### src/rtl/iac_pkg.sv
package iac_pkg;

  typedef enum logic [1:0] {
    MODE_EXACT     = 2'b00,
    MODE_MASK      = 2'b01,
    MODE_WIN_IN    = 2'b10,
    MODE_WIN_OUT   = 2'b11
  } iac_mode_e;

  // Control word, LSB first: en_a, en_b, priv_a, space_a, priv_b, space_b, mode
  typedef struct packed {
    iac_mode_e  mode;     // [11:10]
    logic [1:0] space_b;  // [9:8]
    logic [1:0] priv_b;   // [7:6]
    logic [1:0] space_a;  // [5:4]
    logic [1:0] priv_a;   // [3:2]
    logic       en_b;     // [1]
    logic       en_a;     // [0]
  } iac_ctl_t;

  localparam int unsigned CTL_W = $bits(iac_ctl_t);

  localparam logic [1:0] WSEL_A   = 2'd0;
  localparam logic [1:0] WSEL_B   = 2'd1;
  localparam logic [1:0] WSEL_CTL = 2'd2;

endpackage

### src/rtl/iac_rst_sync.sv
module iac_rst_sync #(
  parameter int unsigned STAGES = 2
) (
  input  logic clk,
  input  logic rst_n,
  output logic rst_sync_n
);
  logic [STAGES-1:0] sync_q;
  logic [STAGES-1:0] sync_d;

  always_comb begin
    sync_d = {sync_q[STAGES-2:0], 1'b1};
  end

  always_ff @(posedge clk or negedge rst_n) begin
    if (!rst_n) sync_q <= '0;
    else        sync_q <= sync_d;
  end

  assign rst_sync_n = sync_q[STAGES-1];
endmodule

### src/rtl/iac_regs.sv
module iac_regs
  import iac_pkg::*;
#(
  parameter int unsigned AW = 32
) (
  input  logic          clk,
  input  logic          rst_n,
  input  logic          we,
  input  logic [1:0]    wsel,
  input  logic [AW-1:0] wdata,
  output logic [AW-1:0] ra_q,
  output logic [AW-1:0] rb_q,
  output iac_ctl_t      ctl_q
);
  logic [AW-1:0] ra_d, rb_d;
  iac_ctl_t      ctl_d;
  logic          ra_en, rb_en, ctl_en;

  always_comb begin
    ra_en  = we && (wsel == WSEL_A);
    rb_en  = we && (wsel == WSEL_B);
    ctl_en = we && (wsel == WSEL_CTL);
    ra_d   = ra_en  ? wdata : ra_q;
    rb_d   = rb_en  ? wdata : rb_q;
    ctl_d  = ctl_en ? iac_ctl_t'(wdata[CTL_W-1:0]) : ctl_q;
  end

  always_ff @(posedge clk or negedge rst_n) begin
    if (!rst_n) begin
      ra_q  <= '0;
      rb_q  <= '0;
      ctl_q <= '0;
    end else begin
      ra_q  <= ra_d;
      rb_q  <= rb_d;
      ctl_q <= ctl_d;
    end
  end
endmodule

### src/rtl/iac_qual.sv
module iac_qual (
  input  logic [1:0] priv_sel,
  input  logic [1:0] space_sel,
  input  logic       priv_user,
  input  logic       addr_space,
  output logic       pass
);
  logic priv_ok, space_ok;

  always_comb begin
    unique case (priv_sel)
      2'b00:   priv_ok = 1'b1;
      2'b10:   priv_ok = !priv_user;
      2'b11:   priv_ok = priv_user;
      default: priv_ok = 1'b0;        // reserved code
    endcase
    unique case (space_sel)
      2'b00:   space_ok = 1'b1;
      2'b10:   space_ok = !addr_space;
      2'b11:   space_ok = addr_space;
      default: space_ok = 1'b0;       // real-address compare absent
    endcase
    pass = priv_ok && space_ok;
  end
endmodule

### src/rtl/iac_match.sv
module iac_match
  import iac_pkg::*;
#(
  parameter int unsigned AW = 32
) (
  input  logic [AW-1:0] fetch,
  input  logic [AW-1:0] ra,
  input  logic [AW-1:0] rb,
  input  iac_mode_e     mode,
  output logic          hit_a,
  output logic          hit_b
);
  logic eq_a, eq_b, mask_eq, ge_a, lt_b;

  always_comb begin
    eq_a    = (fetch == ra);
    eq_b    = (fetch == rb);
    mask_eq = ((fetch & rb) == (ra & rb));
    ge_a    = (fetch >= ra);
    lt_b    = (fetch <  rb);
    hit_b   = 1'b0;
    unique case (mode)
      MODE_EXACT:  begin hit_a = eq_a; hit_b = eq_b; end
      MODE_MASK:   hit_a = mask_eq;
      MODE_WIN_IN: hit_a = ge_a && lt_b;
      default:     hit_a = !ge_a || !lt_b;
    endcase
  end
endmodule

### src/rtl/iac_pair.sv
module iac_pair
  import iac_pkg::*;
#(
  parameter int unsigned AW = 32
) (
  input  logic          clk,
  input  logic          rst_n,
  input  logic          fetch_valid,
  input  logic [AW-1:0] fetch_addr,
  input  logic          priv_user,
  input  logic          addr_space,
  input  logic          cfg_we,
  input  logic [1:0]    cfg_addr,
  input  logic [AW-1:0] cfg_wdata,
  output logic          evt_a,
  output logic          evt_b
);
  localparam int unsigned NCMP = 2;

  logic          rst_sync_n;
  logic [AW-1:0] ra_q, rb_q;
  iac_ctl_t      ctl_q;
  logic          hit_a, hit_b;
  logic [NCMP-1:0] qpass;
  logic [NCMP-1:0] en_vec;
  logic [1:0]      priv_sel [NCMP];
  logic [1:0]      space_sel[NCMP];
  logic            combined;

  iac_rst_sync #(.STAGES(2)) u_rst (
    .clk(clk), .rst_n(rst_n), .rst_sync_n(rst_sync_n)
  );

  iac_regs #(.AW(AW)) u_regs (
    .clk(clk), .rst_n(rst_sync_n), .we(cfg_we), .wsel(cfg_addr),
    .wdata(cfg_wdata), .ra_q(ra_q), .rb_q(rb_q), .ctl_q(ctl_q)
  );

  always_comb begin
    priv_sel[0]  = ctl_q.priv_a;
    priv_sel[1]  = ctl_q.priv_b;
    space_sel[0] = ctl_q.space_a;
    space_sel[1] = ctl_q.space_b;
    en_vec       = {ctl_q.en_b, ctl_q.en_a};
  end

  for (genvar i = 0; i < NCMP; i++) begin : g_qual
    iac_qual u_qual (
      .priv_sel(priv_sel[i]), .space_sel(space_sel[i]),
      .priv_user(priv_user), .addr_space(addr_space), .pass(qpass[i])
    );
  end

  iac_match #(.AW(AW)) u_match (
    .fetch(fetch_addr), .ra(ra_q), .rb(rb_q), .mode(ctl_q.mode),
    .hit_a(hit_a), .hit_b(hit_b)
  );

  always_comb begin
    combined = (ctl_q.mode != MODE_EXACT);
    evt_a = fetch_valid && en_vec[0] && qpass[0] && hit_a;
    evt_b = fetch_valid && en_vec[1] && qpass[1] && hit_b && !combined;
  end
endmodule

### config.mk
export PLATFORM = sky130hd
export DESIGN_NAME = iac_pair
export DESIGN_NICKNAME = d
export VERILOG_FILES = /design/src/rtl/iac_pkg.sv /design/src/rtl/iac_rst_sync.sv /design/src/rtl/iac_regs.sv /design/src/rtl/iac_qual.sv /design/src/rtl/iac_match.sv /design/src/rtl/iac_pair.sv
export SDC_FILE = /design/constraint.sdc
export NUM_CORES = 1
export LEC_CHECK = 0
export ABC_CLOCK_PERIOD_IN_PS = 6700
export BUFFER_PORTS_ARGS = -buffer_cell sky130_fd_sc_hd__buf_4
export CAP_MARGIN = 40
export CORE_ASPECT_RATIO = 1.4
export CORE_MARGIN = 1.5
export CORE_UTILIZATION = 62
export DETAILED_ROUTE_END_ITERATION = 6
export GPL_ROUTABILITY_DRIVEN = 1
export MAX_ROUTING_LAYER = met4
export PLACE_DENSITY = 0.85
export SLEW_MARGIN = 20
export SYNTH_ARGS = -nofsm -noshare
export SYNTH_HDL_FRONTEND = slang
export SYNTH_SLANG_ARGS = --single-unit
### constraint.sdc
create_clock -name clk -period 6.7 [get_ports clk]
set_clock_uncertainty 0.1 [all_clocks]
set_input_delay 1.34 -clock clk [delete_from_list [all_inputs] [get_ports clk]]
set_output_delay 1.34 -clock clk [all_outputs]
set_load 0.02 [all_outputs]
# --- After elaboration in Yosys (flattened, before gate mapping) ---
# Cells that the tools add are included.
op_classes:
  magnitude_cmp: 2
  n_eq_ne: 15
  n_mux: 6
  bitwise_logic: 2
  reduce_logical: 26
op_table:
  columns: ["operator", "count"]
  rows:
  - ["$eq A32 B32 Y1", 3]
  - ["$and A32 B32 Y32", 2]
  - ["$ge A32 B32 Y1", 1]
  - ["$lt A32 B32 Y1", 1]
  - ["$eq A2 B2 Y1 const B", 10]
  - ["$pmux W1 S3", 5]
  - ["$logic_and A1 B1 Y1", 13]
  - ["$logic_not A2 Y1", 6]
  - ["$logic_not A1 Y1", 5]
  - ["$eq A2 B1 Y1 const B", 2]
  - ["$reduce_bool A2 Y1", 1]
  - ["$logic_or A1 B1 Y1", 1]
  - ["$mux W1", 1]
word_totals:
  ff_bits: 78
  input_bits: 72
  elab_cells: 61

# --- Logic depth before layout (Yosys ltp) ---
depth:
  ltp_word: 6
  ltp_mapped: 9
  mapped_depth_nobuf: 9

# --- Modules after synthesis ---
# Synthesis repeated with hierarchy kept, for this count alone.
hier_totals:
  cells_unflattened: 514
  hier_area_um2: 5534.1
modules_own_cells:
  columns: ["mod", "n_inst", "cells_each", "area_each_um2", "seq_area_each_um2"]
  rows:
  - ["iac_regs", 1, 162, 2866.5, 1901.8]
  - ["iac_match", 1, 336, 2526.2, 0.0]
  - ["iac_qual", 2, 5, 31.3, 0.0]
  - ["iac_rst_sync", 1, 3, 53.8, 50.0]
  - ["iac_pair", 1, 3, 25.0, 0.0]

# --- Worst setup path after synthesis ---
# Ideal clock, no wire load.
synth_timing:
  path_kind: "input to output"
  from: "input fetch_addr[22]"
  to: "output evt_a"
  arrival_ns: 3.126
  required_ns: 5.260
  slack_ns: 2.134
  stages: 8
  path_buffers: 0
  cell_sequence: "ha_1 -> a21oi_2 -> nand2_1 -> a221oi_2 -> a211oi_1 -> or4_4 -> o21ai_0 -> and3b_1"
synth_via:
  elab_chain_cells: 5
synth_rtl:
  columns: ["item", "line", "rtl"]
  rows:
  - ["start, declared", "iac_pair.sv:9", "input logic [AW-1:0] fetch_addr,"]
  - ["$ge A32 B32 Y1 / $lt A32 B32 Y1 (equally long branches)", "iac_match.sv:19, iac_match.sv:20", null]
  - ["$logic_not A1 Y1", "iac_match.sv:26", "default: hit_a = !ge_a || !lt_b;"]
  - ["$logic_or A1 B1 Y1", "iac_match.sv:26", null]
  - ["$pmux W1 S3 *", "iac_match.sv:22", "unique case (mode)"]
  - ["$logic_and A1 B1 Y1 *", "iac_pair.sv:61", "evt_a = fetch_valid && en_vec[0] && qpass[0] && hit_a;"]
  - ["end, declared", "iac_pair.sv:15", "output logic evt_a,"]
# Every way passes the cells marked *; elsewhere a longest branch is shown, timed or not.

# --- Worst setup path after layout ---
# Same ends and word-level chain as after synthesis.

==> metrics.log <==
[metrics] run status: complete, no violations
[metrics] clock buffers created by TritonCTS: 9
[metrics] number of placement rows: 40
[metrics] reg2reg end: u_regs.rb_q[19]
[metrics] final number of max-transition violations: 0
[metrics] startpoint of the most critical setup path: fetch_addr[22]
[metrics] number of iterations in the first detailed-routing pass: 4
[metrics] Hold Worst Slack: 0.223 ns
[metrics] headroom to the max-slew limit: 49.8%
[metrics] final setup fails: 0
[metrics] clock slew at reported path FFs: 0.06 ns
[metrics] most used flip-flop cell after synthesis: sky130_fd_sc_hd__dfrtp_1
[metrics] number of ports placed on the die boundary: 74
[metrics] antenna diode count: 0
[metrics] cell area after placement: 6080 um^2
[metrics] Post-Synthesis Net Count: 722
[metrics] Netlist cell types: 37
[metrics] routed via count: 4249
[metrics] width of the die: 81.8 um
[metrics] endpoint kind of the worst setup timing path: output port
[metrics] area of the mapped netlist: 5390 um^2
[metrics] count of H-tree levels built during CTS: 3
[metrics] number of placed cells counting well taps: 726
[metrics] multi-input combinational cell area: 3160 um^2
[metrics] total DRC errors in the routed layout: 0
[metrics] number of buffers inserted by port buffering: 73
[metrics] max-cap violations: 0
[metrics] Critical R2R Launch: u_rst.sync_q[1]
[metrics] average instance area after synthesis: 9.73 um^2
[metrics] half-perimeter wire length of the detailed placement result: 9740 um
[metrics] mux contribution to synthesized area: 9.40%
[metrics] worst setup slack before clock tree synthesis: 1.78 ns
[metrics] detailed router's first-iteration violation count: 299
[metrics] die area: 9270 um^2
[metrics] Max IR drop VDD: 0.229 mV
[metrics] share of synthesized cell area in full adder, half adder and majority cells: 22.3%
[metrics] Power per Cell Area: 252 nW/um^2
[metrics] synth top area cells: sky130_fd_sc_hd__dfrtp_1 (36%), sky130_fd_sc_hd__ha_1 (22%), sky130_fd_sc_hd__mux2_2 (9.4%)
[metrics] post-DR vias/cell: 5.73
[metrics] yosys synthesis warning count: 0
[metrics] area growth from synthesis to layout: 18.6%
[metrics] setup repair after global routing missed its margin: no
[metrics] register area share after synthesis: 36.2%
[metrics] Root Driver: sky130_fd_sc_hd__clkbuf_16
[metrics] number of cells on the worst reg-to-reg path: 2
[metrics] synthesized-area fraction occupied by and/or/nand/nor cells: 12.5%
[metrics] GR Overflow Total: 0
[metrics] leakage power: 3.16 nW
[metrics] Compound-Gate Fraction of Synth Area: 8.54%
[metrics] DIE HEIGHT: 113 um
[metrics] global-route usage over all layers: 30.0%
[metrics] async set-or-reset flop fraction in the synthesized netlist: 100%
[metrics] total routed wirelength: 12700 um
[metrics] transition time at the pin with the least slew margin: 0.751 ns
[metrics] largest net degree at the start of global routing: 64
[metrics] filler cell count in the final layout: 603
[metrics] critical path launch point type: input pin
[metrics] antenna violations before repair: 0
[metrics] number of global-route vias before repair: 4414
[metrics] overall power of the completed layout: 1.61 mW
[metrics] total count of hold-check failures in the final report: 0
[metrics] share of layout cells above drive strength 1: 22.6%
[metrics] CTS tree: done
[metrics] setup TNS: 0 ns
[metrics] Fmax: 202 MHz
[metrics] post-route fraction of the period consumed by the critical path: 73.8%
[metrics] core area: 8510 um^2
[metrics] # nets final: 800
[metrics] data required time of the worst path: 5.26 ns
[metrics] cell area after layout: 6390 um^2
[metrics] worst hold path type: reg -> async
[metrics] TritonCTS sink count: 78
[metrics] Crit Path Category: in -> out
[metrics] later-pin clock latency in the skew report: 0.33 ns
[metrics] Max Buffers Root-to-Sink: 2
[metrics] largest family of logic cells by synthesized area: adder cells
[metrics] utilization after layout: 75.1%
[metrics] post-synthesis cell count: 554
[metrics] reg-to-reg setup timing slack: 5.69 ns
[metrics] number of standard cells in the layout, taps in and fillers out: 742
[metrics] Synth top area share: 36.2%
[metrics] post-CTS setup repair buffer count: 0
[metrics] fin worst setup slack: 1.75 ns
[metrics] area taken by flip-flops and latches: 1950 um^2
[metrics] Placer Congestion: 0.923
[metrics] post-synthesis share of cell area spent on xor and xnor gates: 5.85%
[metrics] worst-path fanout max: 3
[metrics] initial cell density of the core: 63.3%
[metrics] count of nets left with antenna violations after detail routing: 0
[metrics] hold_buf cts: 0
[metrics] worst path arrival time: 3.51 ns
[metrics] wire length of the first global-routing pass: 20100 um
[metrics] clock period minus worst slack: 4.95 ns
[metrics] library cell occupying the most area in the post-synthesis netlist: sky130_fd_sc_hd__dfrtp_1
[metrics] EDFF count, synth: 0
[metrics] Yosys reg bits: 78
[metrics] number of resized instances in the post-cts repair step: 0
[metrics] wire length per cell after detailed routing: 17.0 um
## how the worst max path moves through the flow
stage / slack [ns] / end / cells after the start
after floorplan: 2.13 / evt_a / 8
after global routing: 1.69 / evt_a / 10
after global placement: 1.85 / evt_a / 10
after detailed placement: 1.78 / evt_a / 10
after CTS: 1.77 / evt_a / 10
final: 1.75 / evt_a / 10
## metal layers
layer	GRT usage [%]	wire, um
met5	-	0
met3	4.92	639
met4	16.3	618
met2	52.6	6640
met1	31.1	4750
## critical path, cell delays in order
cell                       delay [ns]
sky130_fd_sc_hd__buf_4           0.13
sky130_fd_sc_hd__ha_1            0.34
sky130_fd_sc_hd__a21oi_2         0.16
sky130_fd_sc_hd__nand2_1         0.10
sky130_fd_sc_hd__a221oi_2        0.27
sky130_fd_sc_hd__a211oi_1        0.11
sky130_fd_sc_hd__or4_4           0.53
sky130_fd_sc_hd__nor3_2          0.18
sky130_fd_sc_hd__and3b_1         0.20
sky130_fd_sc_hd__buf_4           0.15
## placed cells by master, fill, tap and decap left out, types with 8 or more instances in the layout
| cell | instances |
|---|---|
| sky130_fd_sc_hd__dfrtp_1 | 77 |
| sky130_fd_sc_hd__nand4_1 | 19 |
| sky130_fd_sc_hd__xor2_1 | 35 |
| sky130_fd_sc_hd__buf_4 | 76 |
| sky130_fd_sc_hd__a21oi_1 | 24 |
| sky130_fd_sc_hd__nand2_1 | 86 |
| sky130_fd_sc_hd__clkbuf_16 | 9 |
| sky130_fd_sc_hd__mux2_2 | 45 |
| sky130_fd_sc_hd__o21ai_0 | 39 |
| sky130_fd_sc_hd__nand3_1 | 8 |
| sky130_fd_sc_hd__ha_1 | 96 |
| sky130_fd_sc_hd__inv_1 | 64 |
| sky130_fd_sc_hd__nor2_1 | 10 |
## logic make-up (layout without fill, tap and decap cells)
family          count (synthesis)  in the layout
compound gates                 80             80
xor+xnor                       36             36
fa+ha+maj                      96             96
buf+inv                        74            157
flops                          78             78
mux                            45             45
other cells                     1              1
simple gates                  144            144
## power by group
part / internal (mW) / switching, mW
Clock: 0.310 / 0.194
Combinational: 0.220 / 0.258
Sequential: 0.555 / 0.0704
Total: 1.09 / 0.522
## Yosys cell counts (8+ instances only)
master                     count
sky130_fd_sc_hd__inv_1        64
sky130_fd_sc_hd__nand4_1      19
sky130_fd_sc_hd__clkbuf_1      8
sky130_fd_sc_hd__o21ai_0      39
sky130_fd_sc_hd__xor2_1       35
sky130_fd_sc_hd__a21oi_1      24
sky130_fd_sc_hd__ha_1         96
sky130_fd_sc_hd__nand2_1      86
sky130_fd_sc_hd__nor2_1       10
sky130_fd_sc_hd__mux2_2       45
sky130_fd_sc_hd__nand3_1       8
sky130_fd_sc_hd__dfrtp_1      78
## registers in the layout (all words and copies together) (netlist names)
name / flops
u_regs.ctl_q: 12
u_rst.sync_q: 2
u_regs.rb_q: 32
u_regs.ra_q: 32
## area by class of cell
| type | instances | share of cell area (%) |
|---|---|---|
| Multi-Input combinational cell | 402 | 49.5 |
| Sequential cell | 78 | 30.6 |
| Tap cell | 105 | 2.06 |
| Timing Repair Buffer | 77 | 9.24 |
| Inverter | 64 | 3.76 |
| Clock inverter | 4 | 0.842 |
| Clock buffer | 12 | 4.01 |
Power figures use the tool's default switching activity.
